File: config.mk
export PLATFORM = sky130hd
export DESIGN_NAME = testsel_bypass
export DESIGN_NICKNAME = d
export VERILOG_FILES = /design/src/rtl/testsel_pkg.sv /design/src/rtl/tsel_latch.sv /design/src/rtl/tsel_ndiv.sv /design/src/rtl/tsel_mcnt.sv /design/src/rtl/tsel_outmux.sv /design/src/rtl/testsel_bypass.sv
export SDC_FILE = /design/constraint.sdc
export NUM_CORES = 1
export LEC_CHECK = 0
export BUFFER_PORTS_ARGS = -buffer_cell sky130_fd_sc_hd__buf_2
export CAP_MARGIN = 30
export CORE_MARGIN = 5
export CORE_UTILIZATION = 57
export CTS_CLUSTER_DIAMETER = 80
export CTS_CLUSTER_SIZE = 8
export DETAILED_ROUTE_END_ITERATION = 10
export GPL_ROUTABILITY_DRIVEN = 0
export PLACE_DENSITY = 0.86
export SLEW_MARGIN = 10
export SYNTH_ARGS = -nofsm -noshare
export SYNTH_HDL_FRONTEND = slang
export SYNTH_SLANG_ARGS = --single-unit
File: constraint.sdc
create_clock -name clk -period 2.3 [get_ports clk]
set_input_delay 0.69 -clock clk [delete_from_list [all_inputs] [get_ports clk]]
set_output_delay 0.69 -clock clk [all_outputs]
set_load 0.01 [all_outputs]
File: src/rtl/testsel_pkg.sv
package testsel_pkg;
  typedef enum logic [2:0] {
    SEL_SHIFT  = 3'b000,
    SEL_HIGH   = 3'b001,
    SEL_REF    = 3'b010,
    SEL_MPULSE = 3'b011,
    SEL_FOUT   = 3'b100,
    SEL_LOW    = 3'b101,
    SEL_BYPASS = 3'b110,
    SEL_FDIV4  = 3'b111
  } sel_e;
endpackage

File: src/rtl/tsel_latch.sv
module tsel_latch #(
  parameter int TW = 3
) (
  input  logic          clk,
  input  logic          rst_n,
  input  logic          pload_n,
  input  logic [TW-1:0] test_code,
  output logic [TW-1:0] sel_o,
  output logic          restart_o
);
  logic [TW-1:0] sel_d, sel_q;

  always_comb begin
    sel_d     = pload_n ? test_code : '0;
    restart_o = (sel_d != sel_q);
  end

  always_ff @(posedge clk or negedge rst_n) begin
    if (!rst_n) sel_q <= '0;
    else        sel_q <= sel_d;
  end

  assign sel_o = sel_q;

  // a low load control leaves the select at 000 on the next edge
  a_r2_pload_forces: assert property (@(posedge clk) disable iff (!rst_n)
    !pload_n |=> (sel_q == '0));
endmodule

File: src/rtl/tsel_ndiv.sv
module tsel_ndiv #(
  parameter int NW = 2
) (
  input  logic          clk,
  input  logic          rst_n,
  input  logic          restart,
  input  logic          tick,
  input  logic [NW-1:0] n_code,
  output logic          fout_o
);
  localparam int HCW = 2**NW;
  logic [HCW-1:0] cnt_q, half_m1;
  logic           fout_q, unity;

  always_comb begin
    unity   = &n_code;
    half_m1 = (HCW'(1) << n_code) - HCW'(1);
  end

  always_ff @(posedge clk or negedge rst_n) begin
    if (!rst_n) begin
      cnt_q  <= '0;
      fout_q <= 1'b0;
    end else if (restart) begin
      cnt_q  <= '0;
      fout_q <= 1'b0;
    end else if (unity) begin
      cnt_q  <= '0;
      fout_q <= tick;
    end else if (tick) begin
      if (cnt_q >= half_m1) begin
        cnt_q  <= '0;
        fout_q <= ~fout_q;
      end else begin
        cnt_q <= cnt_q + HCW'(1);
      end
    end
  end

  assign fout_o = fout_q;

  // with a square-wave ratio, fout never moves without a tick
  a_r4_hold_without_tick: assert property (@(posedge clk) disable iff (!rst_n)
    (!restart && !tick && !unity) |=> $stable(fout_q));
  // a restart leaves the output low
  a_r9_ndiv_clear: assert property (@(posedge clk) disable iff (!rst_n)
    restart |=> !fout_q);
endmodule

File: src/rtl/tsel_mcnt.sv
module tsel_mcnt #(
  parameter int MW = 9
) (
  input  logic          clk,
  input  logic          rst_n,
  input  logic          restart,
  input  logic          tick,
  input  logic [MW-1:0] m_val,
  output logic          pulse_o
);
  localparam int CW = MW + 1;
  logic [CW-1:0] cnt_q, term_m1;
  logic          pulse_q;

  always_comb begin
    if (m_val == '0) term_m1 = CW'((2**MW) - 1);
    else             term_m1 = {1'b0, m_val} - CW'(1);
  end

  always_ff @(posedge clk or negedge rst_n) begin
    if (!rst_n) begin
      cnt_q   <= '0;
      pulse_q <= 1'b0;
    end else if (restart) begin
      cnt_q   <= '0;
      pulse_q <= 1'b0;
    end else if (tick) begin
      if (cnt_q >= term_m1) begin
        cnt_q   <= '0;
        pulse_q <= 1'b1;
      end else begin
        cnt_q   <= cnt_q + CW'(1);
        pulse_q <= 1'b0;
      end
    end else begin
      pulse_q <= 1'b0;
    end
  end

  assign pulse_o = pulse_q;

  // with a count above one, a pulse lasts a single cycle
  a_r5_single_pulse: assert property (@(posedge clk) disable iff (!rst_n)
    (pulse_q && (m_val > MW'(1))) |=> !pulse_q);
  // a restart clears the counter and the pulse
  a_r9_mcnt_clear: assert property (@(posedge clk) disable iff (!rst_n)
    restart |=> ((cnt_q == '0) && !pulse_q));
endmodule

File: src/rtl/tsel_outmux.sv
module tsel_outmux
  import testsel_pkg::*;
#(
  parameter int TW = 3
) (
  input  logic          clk,
  input  logic          rst_n,
  input  logic          restart,
  input  logic [TW-1:0] sel,
  input  logic          sr_out,
  input  logic          fref,
  input  logic          mpulse,
  input  logic          fout,
  output logic          test_o
);
  logic       fprev_q, test_q, pick;
  logic [1:0] rise_q;

  always_ff @(posedge clk or negedge rst_n) begin
    if (!rst_n) begin
      fprev_q <= 1'b0;
      rise_q  <= '0;
    end else if (restart) begin
      fprev_q <= 1'b0;
      rise_q  <= '0;
    end else begin
      fprev_q <= fout;
      if (fout && !fprev_q) rise_q <= rise_q + 2'd1;
    end
  end

  always_comb begin
    unique case (sel_e'(sel))
      SEL_SHIFT:  pick = sr_out;
      SEL_HIGH:   pick = 1'b1;
      SEL_REF:    pick = fref;
      SEL_MPULSE: pick = mpulse;
      SEL_FOUT:   pick = fout;
      SEL_LOW:    pick = 1'b0;
      SEL_BYPASS: pick = mpulse;
      SEL_FDIV4:  pick = rise_q[1];
      default:    pick = 1'b0;
    endcase
  end

  always_ff @(posedge clk or negedge rst_n) begin
    if (!rst_n) test_q <= 1'b0;
    else        test_q <= pick;
  end

  assign test_o = test_q;

  // constant-high code drives the pin high one edge later
  a_r3_const_high: assert property (@(posedge clk) disable iff (!rst_n)
    (sel == TW'(3'b001)) |=> test_q);
  // constant-low code drives the pin low one edge later
  a_r3_const_low: assert property (@(posedge clk) disable iff (!rst_n)
    (sel == TW'(3'b101)) |=> !test_q);
endmodule

File: src/rtl/testsel_bypass.sv
module testsel_bypass
  import testsel_pkg::*;
#(
  parameter int TW = 3,
  parameter int NW = 2,
  parameter int MW = 9
) (
  input  logic          clk,
  input  logic          rst_n,
  input  logic          pload_n,
  input  logic [TW-1:0] test_code,
  input  logic [NW-1:0] n_code,
  input  logic [MW-1:0] m_val,
  input  logic          fref,
  input  logic          vco_tick,
  input  logic          sclk_tick,
  input  logic          sr_out,
  output logic          test_out,
  output logic          fout
);
  logic [TW-1:0] sel;
  logic          restart, src_tick, mpulse, fout_w;

  tsel_latch #(.TW(TW)) u_latch (
    .clk(clk), .rst_n(rst_n), .pload_n(pload_n), .test_code(test_code),
    .sel_o(sel), .restart_o(restart)
  );

  assign src_tick = (sel == TW'(SEL_BYPASS)) ? sclk_tick : vco_tick;

  tsel_ndiv #(.NW(NW)) u_ndiv (
    .clk(clk), .rst_n(rst_n), .restart(restart), .tick(src_tick),
    .n_code(n_code), .fout_o(fout_w)
  );

  tsel_mcnt #(.MW(MW)) u_mcnt (
    .clk(clk), .rst_n(rst_n), .restart(restart), .tick(src_tick),
    .m_val(m_val), .pulse_o(mpulse)
  );

  tsel_outmux #(.TW(TW)) u_mux (
    .clk(clk), .rst_n(rst_n), .restart(restart), .sel(sel),
    .sr_out(sr_out), .fref(fref), .mpulse(mpulse), .fout(fout_w),
    .test_o(test_out)
  );

  assign fout = fout_w;

  // in bypass with no serial tick and no restart, fout holds for square-wave ratios
  a_r6_bypass_ignores_vco: assert property (@(posedge clk) disable iff (!rst_n)
    ((sel == TW'(SEL_BYPASS)) && !restart && !sclk_tick && !(&n_code)) |=> $stable(fout));
endmodule

==> results of run 1 <==
layout make-up:
| class | instances | area [um^2] |
|---|---|---|
| Multi-Input combinational cell | 155 | 1140 |
| Fill cell | 195 | 701 |
| Sequential cell | 23 | 576 |
| Timing Repair Buffer | 40 | 255 |
| Inverter | 11 | 41.3 |
| Tap cell | 31 | 38.8 |
| Clock buffer | 3 | 22.5 |
| Clock inverter | 1 | 7.51 |
registers in the layout, indices dropped and copies added (netlist names):
register        flops
u_latch.sel_o       3
u_mcnt.cnt_q       10
u_mcnt.pulse_o      1
u_mux.fprev_q       1
u_mux.rise_q        2
u_mux.test_o        1
u_ndiv.cnt_q        4
u_ndiv.fout_o       1
logic make-up (layout without fill, tap and decap cells):
logic type                 count (synthesis)  count (layout)  share of synthesized area
AOI/OAI and AO/OA                         46              46                      0.172
xor gates and xnor gates                  11              11                     0.0576
adders and majority gates                 16              16                      0.120
buffers and inverters                     13              55                     0.0382
DFF                                       23              23                      0.344
muxes                                      4               4                     0.0277
and+or+nand+nor                           78              78                      0.240
through the flow:
step           setup slack [ns]  utilization  instances
6_report                 -0.587        0.748        264
3_5_place_dp              -1.08        0.702        260
4_1_cts                  -0.509        0.730        264
2_1_floorplan            -0.671            -        191
3_3_place_gp             -0.941        0.702        260
5_1_grt                  -0.715        0.748        264
power by group through the flow:
stage                     logic, mW  clock network, mW  registers (mW)
after floorplan               0.105                  0           0.430
after global placement        0.177                  0           0.432
after detailed placement      0.183                  0           0.433
after CTS                     0.191              0.210           0.425
after global routing          0.229              0.225           0.427
final                         0.205              0.210           0.425
synthesized netlist by cell type (all sizes together) (2+ instances only):
cell type	number	area [um^2]
a21o	2	15.0
a21oi	17	85.1
a31oi	2	12.5
and2	2	12.5
buf	2	22.5
dfrtp	23	576
ha	16	200
inv	11	41.3
mux2	2	26.3
mux2i	2	20.0
nand2	25	93.8
nand2b	3	18.8
nand3	10	50.1
nand3b	2	27.5
nor2	13	48.8
nor3	7	40.0
nor4	2	12.5
o21ai	14	73.8
o22ai	2	12.5
o31ai	2	15.0
or2	2	12.5
or3	7	47.5
xnor2	4	35.0
xor2	7	61.3
worst max path at each step:
| stage | to | depth (start not counted) |
|---|---|---|
| after floorplan | u_mcnt.cnt_q[2] | 11 |
| after global placement | u_mcnt.cnt_q[9] | 13 |
| after detailed placement | u_mcnt.cnt_q[7] | 13 |
| after CTS | u_mcnt.cnt_q[3] | 13 |
| after global routing | u_mcnt.cnt_q[5] | 13 |
| final | u_mcnt.cnt_q[3] | 13 |
routing by layer:
layer,routed length [um],global-route usage
met1,1660,0.248
met2,2190,0.359
met5,0,0
met3,172,0.0228
met4,77,0.0662
repair_timing:
action                     in CTS  in global routing
resized for setup               9                  9
setup endpoints to repair      11                 16
pin swaps                       5                  4
setup buffers                   1                  0
worst max-delay path, cell delays in order:
cell and delay (ns):
buf_6 0.09, or3_4 0.39, or3_4 0.37, buf_6 0.13
xnor2_2 0.13, nor2_1 0.08, ha_1 0.31, nand2_1 0.11
nor4_4 0.25, a221oi_2 0.11, buf_4 0.17, o21ai_4 0.22
a21oi_1 0.07
==> impl_results.md, run 1 <==
- RSZ-0062 raised after global routing: true
- Failing checks: negative setup slack
- Number of warning messages in the yosys log: 0
- Die Width: 64.2 um
- Via count: 1553
- EDFF count, synth: 0
- Crit path time final: 2.89 ns
- RR Startpoint: u_ndiv.cnt_q[0]
- Crit path capture type: flop
- Worst-path fanout max: 6
- Share of post-route cells with drive strength above 1: 0.309
- Post-route ant nets: 0
- GRT Util Overall: 0.200
- Power Dens Cells: 404 nW/um^2
- First-pass DRT Iterations: 4
- CTS max path bufs: 2
- Pleak: 0.965 nW
- H-tree Lvls: 1
- VDD IR max: 458 uV
- Clock network power share: 0.250
- Commonest non-fill, non-tap cell in the layout: nand2_1
- Crit Reg-Reg Endpoint: u_ndiv.fout_o
- Area growth, synth to finish: 24.5%
- Final setup viols: 11
- DRT iter0 DRCs: 80
- Syn_nets: 228
- Maxcap violations: 0
- Final worst slack: -0.587 ns
- Die Y: 64.2 um
- GRT Residual Overflow: 0
- Post-DR vias/cell: 5.88
- HP Class: in2async
- Worst EP required: 2.53 ns
- Clock buffer count from CTS: 3
- Synth Register Bits: 23
- Synthesized area per cell: 8.75 um^2
- CP Class: in2reg
- Commonest cells after routing, fill and taps aside: nand2_1, dfrtp_1, buf_2
- Die Area: 4120 um^2
- Slew Limit Fails: 0
- Clock Latency Late Sink: 0.34 ns
- Internal power: 573 uW
- Critical Path AT: 3.12 ns
- Diodes inserted: 0
- Syn Std Cell Area: 1670 um^2
- Status: complete, but fails checks
- Worst Reg-to-Reg Cells: 7
- Flop pwr share: 0.506
- Top FF cell, synth: dfrtp_1
- Ys async rst share: 1.00
- Fin nets: 271
- WL/cell: 15.6 um
- DRC Markers: 0
- Setup TNS: -6.14 ns
- Final Hold Fails: 0
- Initial core utilization: 0.601
- Design area: 2080 um^2
- Relative slew slack: 0.658
- Fmax: 346 MHz
- Sw frac: 0.318
- CP startpoint: m_val[4]
- Core area: 2780 um^2
- R2r setup slk: 0.33 ns
- Vias in the first global route: 1571
- Mapped Cells: 191
- P_sw: 267 uW
- Synth cell types: 41
- Seq/Total Area, Yosys: 0.344
- DP HPWL: 3.04 mm
- Sink Count: 23
- Clk root buf: clkbuf_4
- Clock skew: 0.00876 ns
- Total Wirelength: 4.11 mm
- Type of origin of the critical path: primary input
- Design Power: 840 uW
- Logic pwr share: 0.244
- First-pass GRT wire length: 6.77 mm
- Number of buffers added on ports: 22
- Worst Tran Pin Value: 0.514 ns
- Clock transition at path regs: 0.14 ns
- Cts hold-fix bufs: 0
- Initial antenna violation count: 0
- Cell row count: 19
- Period utilization: 1.26
- I/O Pins: 23
- Largest net degree at the start of global routing: 24
- Hold_ws: 0.295 ns
- Placement Cell Area: 1950 um^2
- CTS tree: built
Note: power is estimated with default switching activity, not from simulation.
==> inputs of run 2 (changes only) <==
Settings changed: CORE_UTILIZATION 57 to 59, CTS_BUF_LIST from default to sky130_fd_sc_hd__clkbuf_8, PLACE_DENSITY 0.86 to 0.89.
==> impl_results.md, run 2 (synthesis results as in run 1) <==
- Status: complete, but fails checks
- Type of origin of the critical path: primary input
- Largest register by flop count: u_mcnt.cnt_q
- Share of post-route cells with drive strength above 1: 0.315 (+0.00588)
- Top Layer Used: met4
- Met3 wire length: 218 um (+27%)
- Number of buffers added on ports: 22 (unchanged)
- Die Area: 4000 um^2 (-2.9%)
- Pleak: 0.992 nW (+2.8%)
- RR Startpoint: u_latch.sel_o[1]
- Post-route ant nets: 0 (unchanged)
- Worst Tran Pin Value: 0.522 ns (+0.00858 ns)
- Crit path to: u_mcnt.cnt_q[6]
- Fmax: 337 MHz (-2.8%)
- Slew Limit Fails: 0 (unchanged)
- VDD IR max: 466 uV (+1.6%)
- Die Y: 63.2 um (-1.4%)
- Max stage delay cell, worst path: or3_4
- WL/cell: 16.2 um (+4.0%)
- Vias in the first global route: 1586 (+0.95%)
- WL met1: 1.79 mm (+7.8%)
- Clock transition at path regs: 0.08 ns (-0.06 ns)
- I/O Pins: 23 (unchanged)
- Fin nets: 273 (+0.74%)
- Core area: 2730 um^2 (-1.7%)
- Clock skew: 0.00136 ns (-0.00741 ns)
- Worst EP required: 2.45 ns (-0.08 ns)
- Initial core utilization: 0.611 (+0.0105)
- Sw frac: 0.292 (-0.0262)
- Pre-CTS setup slack: -1.02 ns (+0.0550 ns)
- Sink Count: 23 (unchanged)
- Crit Reg-Reg Endpoint: u_mcnt.cnt_q[7]
- Worst Reg-to-Reg Cells: 6 (-1)
- Flop pwr share: 0.479 (-0.027)
- CTS max path bufs: 2 (unchanged)
- Final worst slack: -0.669 ns (-0.0821 ns)
- DRT iter0 DRCs: 115 (+44%)
- Die Width: 63.2 um (-1.4%)
- Clk root buf: clkbuf_8
- Total Wirelength: 4.31 mm (+4.8%)
- R2r setup slk: 0.36 ns (+0.03 ns)
- Met2 WL: 2.20 mm (+0.18%)
- Max FFs per register: 10 (unchanged)
- P_sw: 259 uW (-3.2%)
- Cell row count: 19 (unchanged)
- Diodes inserted: 0 (unchanged)
- First-pass DRT Iterations: 4 (unchanged)
- Worst-path fanout max: 6 (unchanged)
- CP max stage delay: 0.41 ns (+0.02 ns)
- DRC Markers: 0 (unchanged)
- CP startpoint: m_val[4]
- Initial antenna violation count: 0 (unchanged)
- Clock network power share: 0.281 (+0.031)
- Clock buffer count from CTS: 3 (unchanged)
- Failing checks: negative setup slack
- Largest net degree at the start of global routing: 24 (unchanged)
- Logic pwr share: 0.239 (-0.005)
- Design Power: 886 uW (+5.5%)
- First-pass GRT wire length: 7.16 mm (+5.7%)
- Internal power: 628 uW (+9.6%)
- Area growth, synth to finish: 28.3%
- Power Dens Cells: 413 nW/um^2 (+2.4%)
- Final setup viols: 11 (unchanged)
- Maxcap violations: 0 (unchanged)
- Clock Latency Late Sink: 0.26 ns (-0.08 ns)
- Crit path time final: 2.97 ns (+0.0821 ns)
- DP HPWL: 2.90 mm (-4.7%)
- Most Frequent Cell on Critical Path: buf_6
- Critical Path AT: 3.12 ns (about the same)
- Via count: 1640 (+5.6%)
- GRT Util Overall: 0.217 (+0.0164)
- Commonest cells after routing, fill and taps aside: nand2_1, dfrtp_1, buf_2
- CTS tree: built
- GRT Residual Overflow: 0 (unchanged)
- Final Hold Fails: 0 (unchanged)
- RSZ-0062 raised after global routing: true
- Crit path capture type: flop
- Post-DR vias/cell: 6.17 (+4.8%)
- Relative slew slack: 0.652 (-0.00572)
- Fill cell count: 152 (-22%)
- Period utilization: 1.29 (+0.0357)
- Cts hold-fix bufs: 0 (unchanged)
- HP Class: in2async
- CP Class: in2reg
- H-tree Lvls: 1 (unchanged)
- Cell Chain, Critical Path: buf_6 > or3_4 > or3_4 > buf_6 > xnor2_2 > nor2_1 > ha_1 > nand2_2 > nor4_4 > a221oi_4 > buf_6 > o21ai_4 > a21oi_1
## run 2: changes by cell type in the layout (fill, tap and decap cells not counted), sizes merged
cell,before,now
buf,40,42
clkinvlp,1,0
inv,11,12
## run 2: power groups by stage
stage          Combinational [mW]  Sequential [mW]  Clock (mW)
6_report                    0.212            0.425       0.249
3_3_place_gp                0.176            0.432           0
4_1_cts                     0.201            0.424       0.252
2_1_floorplan               0.105            0.430           0
3_5_place_dp                0.183            0.433           0
5_1_grt                     0.232            0.427       0.272
## run 2: worst min-delay path by stage
stage                       endpoint  slack [ns]  cells after the start
global route        u_latch.sel_o[2]        0.43                      1
floorplan           u_latch.sel_o[0]        0.39                      0
finish              u_latch.sel_o[2]        0.39                      1
CTS                 u_latch.sel_o[2]        0.40                      1
global placement     u_mux.rise_q[1]        0.53                      2
detailed placement   u_mux.rise_q[0]        0.53                      2
## run 2: cell type report
class                      count  area, um^2  area share
timing repair buffer          42         280       0.131
inverter                      11        41.3      0.0193
tap                           31        38.8      0.0181
clock buffer                   3        41.3      0.0193
multi-input combinational    155        1160       0.543
sequential                    23         576       0.268
clock inverter                 1        3.75     0.00175
## run 2: repair_timing
| item | in CTS | in global routing |
|---|---|---|
| setup buffers | 2 | 0 |
| pin swaps | 5 | 2 |
| resized for setup | 17 | 8 |
| hold endpoints to repair | 0 | 0 |
| endpoints found under the setup margin | 13 | 15 |
## run 2: routing by layer
metal / vias up / GRT usage
met2: 65 / 0.365
met3: 16 / 0.0444
li1: 776 / -
met4: 0 / 0.0649
met1: 783 / 0.278
met5: - / 0
## run 2: worst max-delay path, delay by kind of cell
family	cells	cell delay, ns
AOI/OAI and AO/OA	3	0.41
and+or+nand+nor	5	1.22
xor gates and xnor gates	1	0.11
adders and majority gates	1	0.32
buffers and inverters	3	0.37
## run 2: per-stage QoR
stage                     hold slack [ns]  cell area [um^2]  instances  TNS [ns]   util
final                               0.390              2140        266     -6.98  0.784
after global routing                0.428              2140        266     -8.39  0.784
after CTS                           0.401              2100        266     -6.36  0.770
after detailed placement            0.535              1960        261    -12.24  0.717
after global placement              0.529              1960        261    -10.92  0.717
after floorplan                     0.394              1690        191     -7.04      -
